File: config.mk
export PLATFORM = sky130hd
export DESIGN_NAME = ppst_tx
export DESIGN_NICKNAME = d
export VERILOG_FILES = /design/src/rtl/ppst_pkg.sv /design/src/rtl/ppst_div.sv /design/src/rtl/ppst_shadow.sv /design/src/rtl/ppst_tx.sv
export SDC_FILE = /design/constraint.sdc
export NUM_CORES = 1
export LEC_CHECK = 0
export ABC_AREA = 1
export BUFFER_PORTS_ARGS = -buffer_cell sky130_fd_sc_hd__buf_2
export CAP_MARGIN = 20
export CORE_AREA = 4 4 107 109
export DETAILED_ROUTE_END_ITERATION = 7
export DIE_AREA = 0 0 111 113
export PLACE_DENSITY_LB_ADDON = 0.1
export SLEW_MARGIN = 20
export SYNTH_ARGS = -nofsm -noshare
export SYNTH_HDL_FRONTEND = slang
export SYNTH_HIERARCHICAL = 1
export SYNTH_SLANG_ARGS = --single-unit
File: constraint.sdc
create_clock -name clk_i -period 4.55 [get_ports clk_i]
set_clock_uncertainty 0.2 [all_clocks]
set_input_delay 0.91 -clock clk_i [delete_from_list [all_inputs] [get_ports clk_i]]
set_output_delay 0.91 -clock clk_i [all_outputs]
set_load 0.02 [all_outputs]
File: src/rtl/ppst_pkg.sv
package ppst_pkg;
  localparam int WORD_W = 16;
  localparam int IDX_W  = $clog2(WORD_W);

  typedef enum logic [1:0] {
    ST_IDLE  = 2'd0,
    ST_SHIFT = 2'd1,
    ST_DRAIN = 2'd2
  } ppst_state_e;
endpackage

File: src/rtl/ppst_div.sv
module ppst_div #(
  parameter int DIV_W = 8
) (
  input  logic             clk_i,
  input  logic             rst_ni,
  input  logic             clr_i,
  input  logic             en_i,
  input  logic [DIV_W-1:0] lim_a_i,
  input  logic [DIV_W-1:0] lim_b_i,
  output logic             first_o,
  output logic             tick_o
);
  logic [DIV_W-1:0] cnt_a_q, cnt_b_q;
  logic             wrap_a;

  assign wrap_a  = (cnt_a_q == lim_a_i);
  assign tick_o  = en_i && wrap_a && (cnt_b_q == lim_b_i);
  assign first_o = (cnt_a_q == '0) && (cnt_b_q == '0);

  always_ff @(posedge clk_i or negedge rst_ni) begin
    if (!rst_ni) begin
      cnt_a_q <= '0;
      cnt_b_q <= '0;
    end else if (clr_i) begin
      cnt_a_q <= '0;
      cnt_b_q <= '0;
    end else if (en_i) begin
      cnt_a_q <= wrap_a ? '0 : cnt_a_q + 1'b1;
      if (wrap_a) cnt_b_q <= (cnt_b_q == lim_b_i) ? '0 : cnt_b_q + 1'b1;
    end
  end

  assert_div_bound_R3: assert property (@(posedge clk_i) disable iff (!rst_ni)
    en_i && !clr_i |-> (cnt_a_q <= lim_a_i) && (cnt_b_q <= lim_b_i));
endmodule

File: src/rtl/ppst_shadow.sv
module ppst_shadow
  import ppst_pkg::*;
(
  input  logic              clk_i,
  input  logic              rst_ni,
  input  logic [WORD_W-1:0] wdata_i,
  input  logic [1:0]        load_i,
  input  logic              rd_sel_i,
  input  logic [IDX_W-1:0]  rd_idx_i,
  input  logic              take_i,
  input  logic              take_sel_i,
  output logic              rd_bit_o,
  output logic [1:0]        full_o
);
  logic [WORD_W-1:0] words [2];

  for (genvar g = 0; g < 2; g++) begin : g_sh
    logic [WORD_W-1:0] word_q;
    logic              full_q;

    always_ff @(posedge clk_i or negedge rst_ni) begin
      if (!rst_ni) begin
        word_q <= '0;
        full_q <= 1'b0;
      end else begin
        if (load_i[g]) word_q <= wdata_i;
        // a load in the same cycle as a take wins
        if (load_i[g])                                full_q <= 1'b1;
        else if (take_i && (take_sel_i == 1'(g)))     full_q <= 1'b0;
      end
    end

    assign words[g]  = word_q;
    assign full_o[g] = full_q;

    assert_load_copies_R2: assert property (@(posedge clk_i) disable iff (!rst_ni)
      load_i[g] |=> word_q == $past(wdata_i));
  end

  assign rd_bit_o = words[rd_sel_i][rd_idx_i];
endmodule

File: src/rtl/ppst_tx.sv
module ppst_tx
  import ppst_pkg::*;
#(
  parameter int DIV_W = 8,
  parameter int CNT_W = 16
) (
  input  logic              clk_i,
  input  logic              rst_ni,
  input  logic [WORD_W-1:0] wdata_i,
  input  logic              load0_i,
  input  logic              load1_i,
  input  logic              enable_i,
  input  logic              fixed_i,
  input  logic [CNT_W-1:0]  bit_count_i,
  input  logic [DIV_W-1:0]  div_a_i,
  input  logic [DIV_W-1:0]  div_b_i,
  output logic              sclk_o,
  output logic              sdata_o,
  output logic              busy_o,
  output logic              free_sel_o,
  output logic              underrun_o
);
  localparam logic [IDX_W-1:0] LAST_IDX = IDX_W'(WORD_W - 1);

  ppst_state_e      state_q;
  logic             cur_q, mode_q, hold_q, underrun_q, sdata_q;
  logic [IDX_W-1:0] bidx_q;
  logic [CNT_W-1:0] sent_q, cnt_q;
  logic [DIV_W-1:0] lim_a_q, lim_b_q;

  logic             run, start, tick, first, word_end, fix_done, free_stop, stop, adv, swap;
  logic             rd_sel, rd_bit, take, take_sel;
  logic [IDX_W-1:0] rd_idx;
  logic [1:0]       full;
  logic [CNT_W-1:0] sent_nx;

  assign run       = (state_q != ST_IDLE);
  assign start     = !run && enable_i && !hold_q && !(fixed_i && bit_count_i == '0);
  assign sent_nx   = sent_q + 1'b1;
  assign word_end  = tick && (bidx_q == LAST_IDX);
  assign fix_done  = run && mode_q && tick && (sent_nx == cnt_q);
  assign free_stop = run && !mode_q && word_end && (state_q == ST_DRAIN || !enable_i);
  assign stop      = fix_done || free_stop;
  assign adv       = run && tick && !stop;
  assign swap      = adv && word_end;

  // bit to launch at the next edge
  assign rd_sel   = start ? 1'b0 : (swap ? ~cur_q : cur_q);
  assign rd_idx   = (start || swap) ? '0 : bidx_q + 1'b1;
  assign take     = start || swap;
  assign take_sel = rd_sel;

  ppst_div #(.DIV_W(DIV_W)) u_div (
    .clk_i   (clk_i),
    .rst_ni  (rst_ni),
    .clr_i   (start),
    .en_i    (run),
    .lim_a_i (lim_a_q),
    .lim_b_i (lim_b_q),
    .first_o (first),
    .tick_o  (tick)
  );

  ppst_shadow u_shadow (
    .clk_i      (clk_i),
    .rst_ni     (rst_ni),
    .wdata_i    (wdata_i),
    .load_i     ({load1_i, load0_i}),
    .rd_sel_i   (rd_sel),
    .rd_idx_i   (rd_idx),
    .take_i     (take),
    .take_sel_i (take_sel),
    .rd_bit_o   (rd_bit),
    .full_o     (full)
  );

  always_ff @(posedge clk_i or negedge rst_ni) begin
    if (!rst_ni) begin
      state_q    <= ST_IDLE;
      cur_q      <= 1'b0;
      mode_q     <= 1'b0;
      hold_q     <= 1'b0;
      underrun_q <= 1'b0;
      sdata_q    <= 1'b0;
      bidx_q     <= '0;
      sent_q     <= '0;
      cnt_q      <= '0;
      lim_a_q    <= '0;
      lim_b_q    <= '0;
    end else begin
      if (start) begin
        state_q <= ST_SHIFT;
        cur_q   <= 1'b0;
        bidx_q  <= '0;
        sent_q  <= '0;
        mode_q  <= fixed_i;
        cnt_q   <= bit_count_i;
        lim_a_q <= div_a_i;
        lim_b_q <= div_b_i;
        sdata_q <= rd_bit;
      end else if (stop) begin
        state_q <= ST_IDLE;
        sdata_q <= 1'b0;
        bidx_q  <= '0;
        cur_q   <= 1'b0;
      end else begin
        if (state_q == ST_SHIFT && !mode_q && !enable_i) state_q <= ST_DRAIN;
        if (adv) begin
          sdata_q <= rd_bit;
          bidx_q  <= rd_idx;
          cur_q   <= rd_sel;
          sent_q  <= sent_nx;
        end
      end

      if (fix_done)       hold_q <= 1'b1;
      else if (!enable_i) hold_q <= 1'b0;

      if (start)     underrun_q <= !full[0];
      else if (swap) underrun_q <= underrun_q || !full[take_sel];
    end
  end

  assign busy_o     = run;
  assign sclk_o     = run && first;
  assign sdata_o    = sdata_q;
  assign free_sel_o = run ? ~cur_q : 1'b0;
  assign underrun_o = underrun_q;

  assert_idle_quiet_R1: assert property (@(posedge clk_i) disable iff (!rst_ni)
    !busy_o |-> !sclk_o && !sdata_o);
  assert_swap_at_word_end_R4: assert property (@(posedge clk_i) disable iff (!rst_ni)
    $past(busy_o) && busy_o && (cur_q != $past(cur_q)) |-> $past(bidx_q) == LAST_IDX);
  assert_drain_whole_word_R5: assert property (@(posedge clk_i) disable iff (!rst_ni)
    $fell(busy_o) && !$past(mode_q) |-> $past(bidx_q) == LAST_IDX);
  assert_fixed_len_R6: assert property (@(posedge clk_i) disable iff (!rst_ni)
    busy_o && mode_q |-> sent_q < cnt_q);
  assert_sticky_underrun_R8: assert property (@(posedge clk_i) disable iff (!rst_ni)
    underrun_q && !start |=> underrun_q);
endmodule

==> impl_metrics.py <==
metrics = {
    "status": {
        "run_status": "completed",
    },
    "yosys": {
        "synth_cells": 851,
        "avgSynthCellArea_um2": 7.25,
        "async_flop_share_pct": 100,
        "synth_top_area_share_pct": 44.2,
        "ys_warn_count": 6,
        "synth-seq-area-share_pct": 44.2,
        "synth_edf_count": 0,
        "syn_area_mm2": 0.00617,
        "syn_nets": 911,
        "synth_top_area_cell": "dfrtp_1",
        "yosysUniqueCellTypes": 39,
        "synth_most_common_cell": "nand2_1",
        "synth_area_leaders": "dfrtp_1 (44%), nand2_1 (22%), nand3_1 (6.7%)",
        "synth_common_cells": "nand2_1 (364), dfrtp_1 (109), nand3_1 (82)",
        "synth-main-ff-cell": "dfrtp_1",
        "synth_seq_cells": 109,
    },
    "global_routing": {
        "grt_pass1_vias": 5353,
        "grt_max_degree": 42,
        "grt_pass1_wl_um": 24900,
        "grt_usage_pct": 24.2,
        "overflow": 0,
        "antenna_found_initial": 0,
    },
    "cts": {
        "post-cts-setup-buffer-count": 0,
        "clock_latency_ps": 390,
        "cts_resized": 0,
        "cts_buffers": 9,
        "hold_buffers": 0,
        "clk_pin_slew_ps": 100,
        "cts.path.max_buffers": 2,
        "cts_tree": "done",
        "clockRootBuffer": "clkbuf_8",
        "htree_levels": 3,
        "clock-sinks": 109,
    },
    "floorplanning": {
        "core_mm2": 0.0106,
        "dieWidth_um": 111,
        "num_rows": 38,
        "fp.dieH_um": 113,
        "start_util_pct": 58.2,
        "dieArea_mm2": 0.0125,
        "io_pins": 59,
    },
    "route": {
        "viasPerCell": 5.19,
        "drc": 0,
        "ant_nets": 0,
        "vias": 5439,
        "drt_iter0_drc": 335,
        "wire_per_inst_um": 13.7,
        "wl_um": 14300,
        "first_pass_iters": 6,
    },
    "critical_path": {
        "crit_required_ps": 4680,
        "r2r_start": "u_div/cnt_a_q[5]",
        "start_kind": "flop",
        "cp-end-kind": "flop",
        "crit_type": "reg -> reg",
        "arrival_ps": 4190,
        "rr_worst_depth": 26,
        "cp_max_fo": 12,
        "crit_path_start": "u_div/cnt_a_q[5]",
    },
    "timing": {
        "hold_viol": 0,
        "max_freq_mhz": 246,
        "maxSlewHeadroom_pct": 58.0,
        "slew_violations": 0,
        "period_share_pct": 89.2,
        "min_period_ps": 4060,
        "finalSetupViolations": 0,
        "finalSetupTns_ps": 0,
        "tightest_slew_ps": 628,
        "rsz0062_at_grt": "false",
    },
    "job": {
        "drv_cap": 0,
    },
    "placed_design": {
        "gp_congestion": 0.898,
        "dpl.hpwl_um": 10700,
        "io_buffers": 58,
    },
    "hold_path": {
        "hold_depth": 2,
        "hp-class": "reg -> reg",
        "worstHoldStart": "u_shadow/g_sh[0].word_q[15]",
    },
    "layout": {
        "syn2layout_area_growth_pct": 8.92,
        "drive_above_1_share_pct": 14.7,
        "antenna_cells": 0,
        "nets": 962,
    },
    "power": {
        "max-vdd-ir-drop_mv": 0.347,
        "pwr_density_cell_mw_per_mm2": 422,
        "report.power.total_mw": 2.84,
        "leakagePower_nw": 3.50,
    },
}
## critical path: stages (launching register included)
cell     delay, ps
dfrtp_1        430
inv_2           90
nand2_1         60
nand2_1         60
nand2_1         60
nor2_2         160
nand3_2        250
nor2_1         230
inv_1           60
nor2_1         280
nand3_1        120
nor2_1         120
nand3_1         90
nor2_2         150
nand3_4        120
nand4_2        120
nand2_4         80
nor2_1         490
inv_2          190
nand3_1        160
nand3_1         80
nand2_1         70
nand2_1         50
nand2_1         60
nand2_1         40
nand2_1         70
a32o_1         110
## power breakdown
part / switching [mW] / internal, mW / total, mW
logic: 0.618 / 0.352 / 0.970
registers: 0.160 / 1.17 / 1.33
clock network: 0.333 / 0.201 / 0.534
## cell families (layout without fill, tap and decap cells)
logic type | count (synthesis) | in the layout | share of synthesized area, %
and+or+nand+nor | 553 | 553 | 39.7
AOI/OAI and AO/OA | 51 | 51 | 4.73
DFF | 109 | 109 | 44.2
xor gates and xnor gates | 13 | 13 | 2.07
adders and majority gates | 6 | 6 | 1.22
buffers and inverters | 119 | 175 | 8.07
## placed cells by master, fill, tap and decap left out, types with 2 or more instances in the layout
| cell | instances |
|---|---|
| nor2_2 | 10 |
| a21oi_1 | 5 |
| clkinvlp_4 | 2 |
| xor2_1 | 7 |
| nand3_2 | 7 |
| dfrtp_1 | 109 |
| nand4_1 | 17 |
| o21ai_0 | 28 |
| clkinv_4 | 2 |
| nand3b_1 | 2 |
| nand3_4 | 2 |
| xnor2_1 | 5 |
| inv_1 | 81 |
| clkinv_2 | 2 |
| o22ai_1 | 6 |
| buf_2 | 57 |
| clkbuf_1 | 2 |
| nand2_4 | 2 |
| nand2_1 | 364 |
| ha_1 | 6 |
| nor2_1 | 42 |
| inv_2 | 10 |
| o21ai_2 | 2 |
| nand2_2 | 8 |
| nor2_4 | 8 |
| nor4_1 | 2 |
| nor3_1 | 4 |
| nand3_1 | 82 |
| buf_4 | 8 |
| clkbuf_8 | 9 |
| o21ai_1 | 7 |
## area by class of cell
| type | instances | area, um^2 |
|---|---|---|
| fillers | 976 | 3880 |
| multi-input cells | 623 | 2940 |
| flip-flops and latches | 109 | 2730 |
| inverters | 94 | 359 |
| repair buffers | 65 | 345 |
| well taps | 140 | 175 |
| clock buffers | 11 | 131 |
| clock inverters | 5 | 37.5 |
## flip-flops by register name, indices dropped and copies added, names as in the netlist, 4 cells and up
signal and count:
sent_q 16, lim_a_q 8, u_div/cnt_b_q 8, lim_b_q 8
u_shadow/g_sh.word_q 32, u_div/cnt_a_q 8, cnt_q 16, bidx_q 4
## metal layers
metal,vias up,part of all wire (%),routed length [um],GRT usage [%]
met5,-,0,0,0
li1,2770,-,-,-
met3,20,5.7,815,5.08
met4,0,1.4,203,7.72
met2,152,50,7160,41.5
met1,2497,43,6170,31.0
## path summary, 6_finish.rpt
check / to / slack [ps]
worst max-delay path: sdata_o / 490
worst min-delay path: u_shadow/g_sh[0].word_q[15] / 280
worst max register to register: sdata_o / 490
worst min register to register: u_shadow/g_sh[0].word_q[15] / 280
max in group asynchronous: u_div/cnt_a_q[7] / 2970
min in group asynchronous: sent_q[15] / 290
## through the flow
stage	util, %	setup WS, ps	instances	hold WS (ps)	cell area (um^2)
3_3_place_gp	61.8	681	1031	256	6550
4_1_cts	63.4	474	1047	283	6720
5_1_grt	63.4	2.77	1047	307	6720
3_5_place_dp	61.8	518	1031	260	6550
6_report	63.4	492	1047	282	6720
2_1_floorplan	-	973	851	242	6170
No activity file was read; power rests on OpenSTA's default activity.
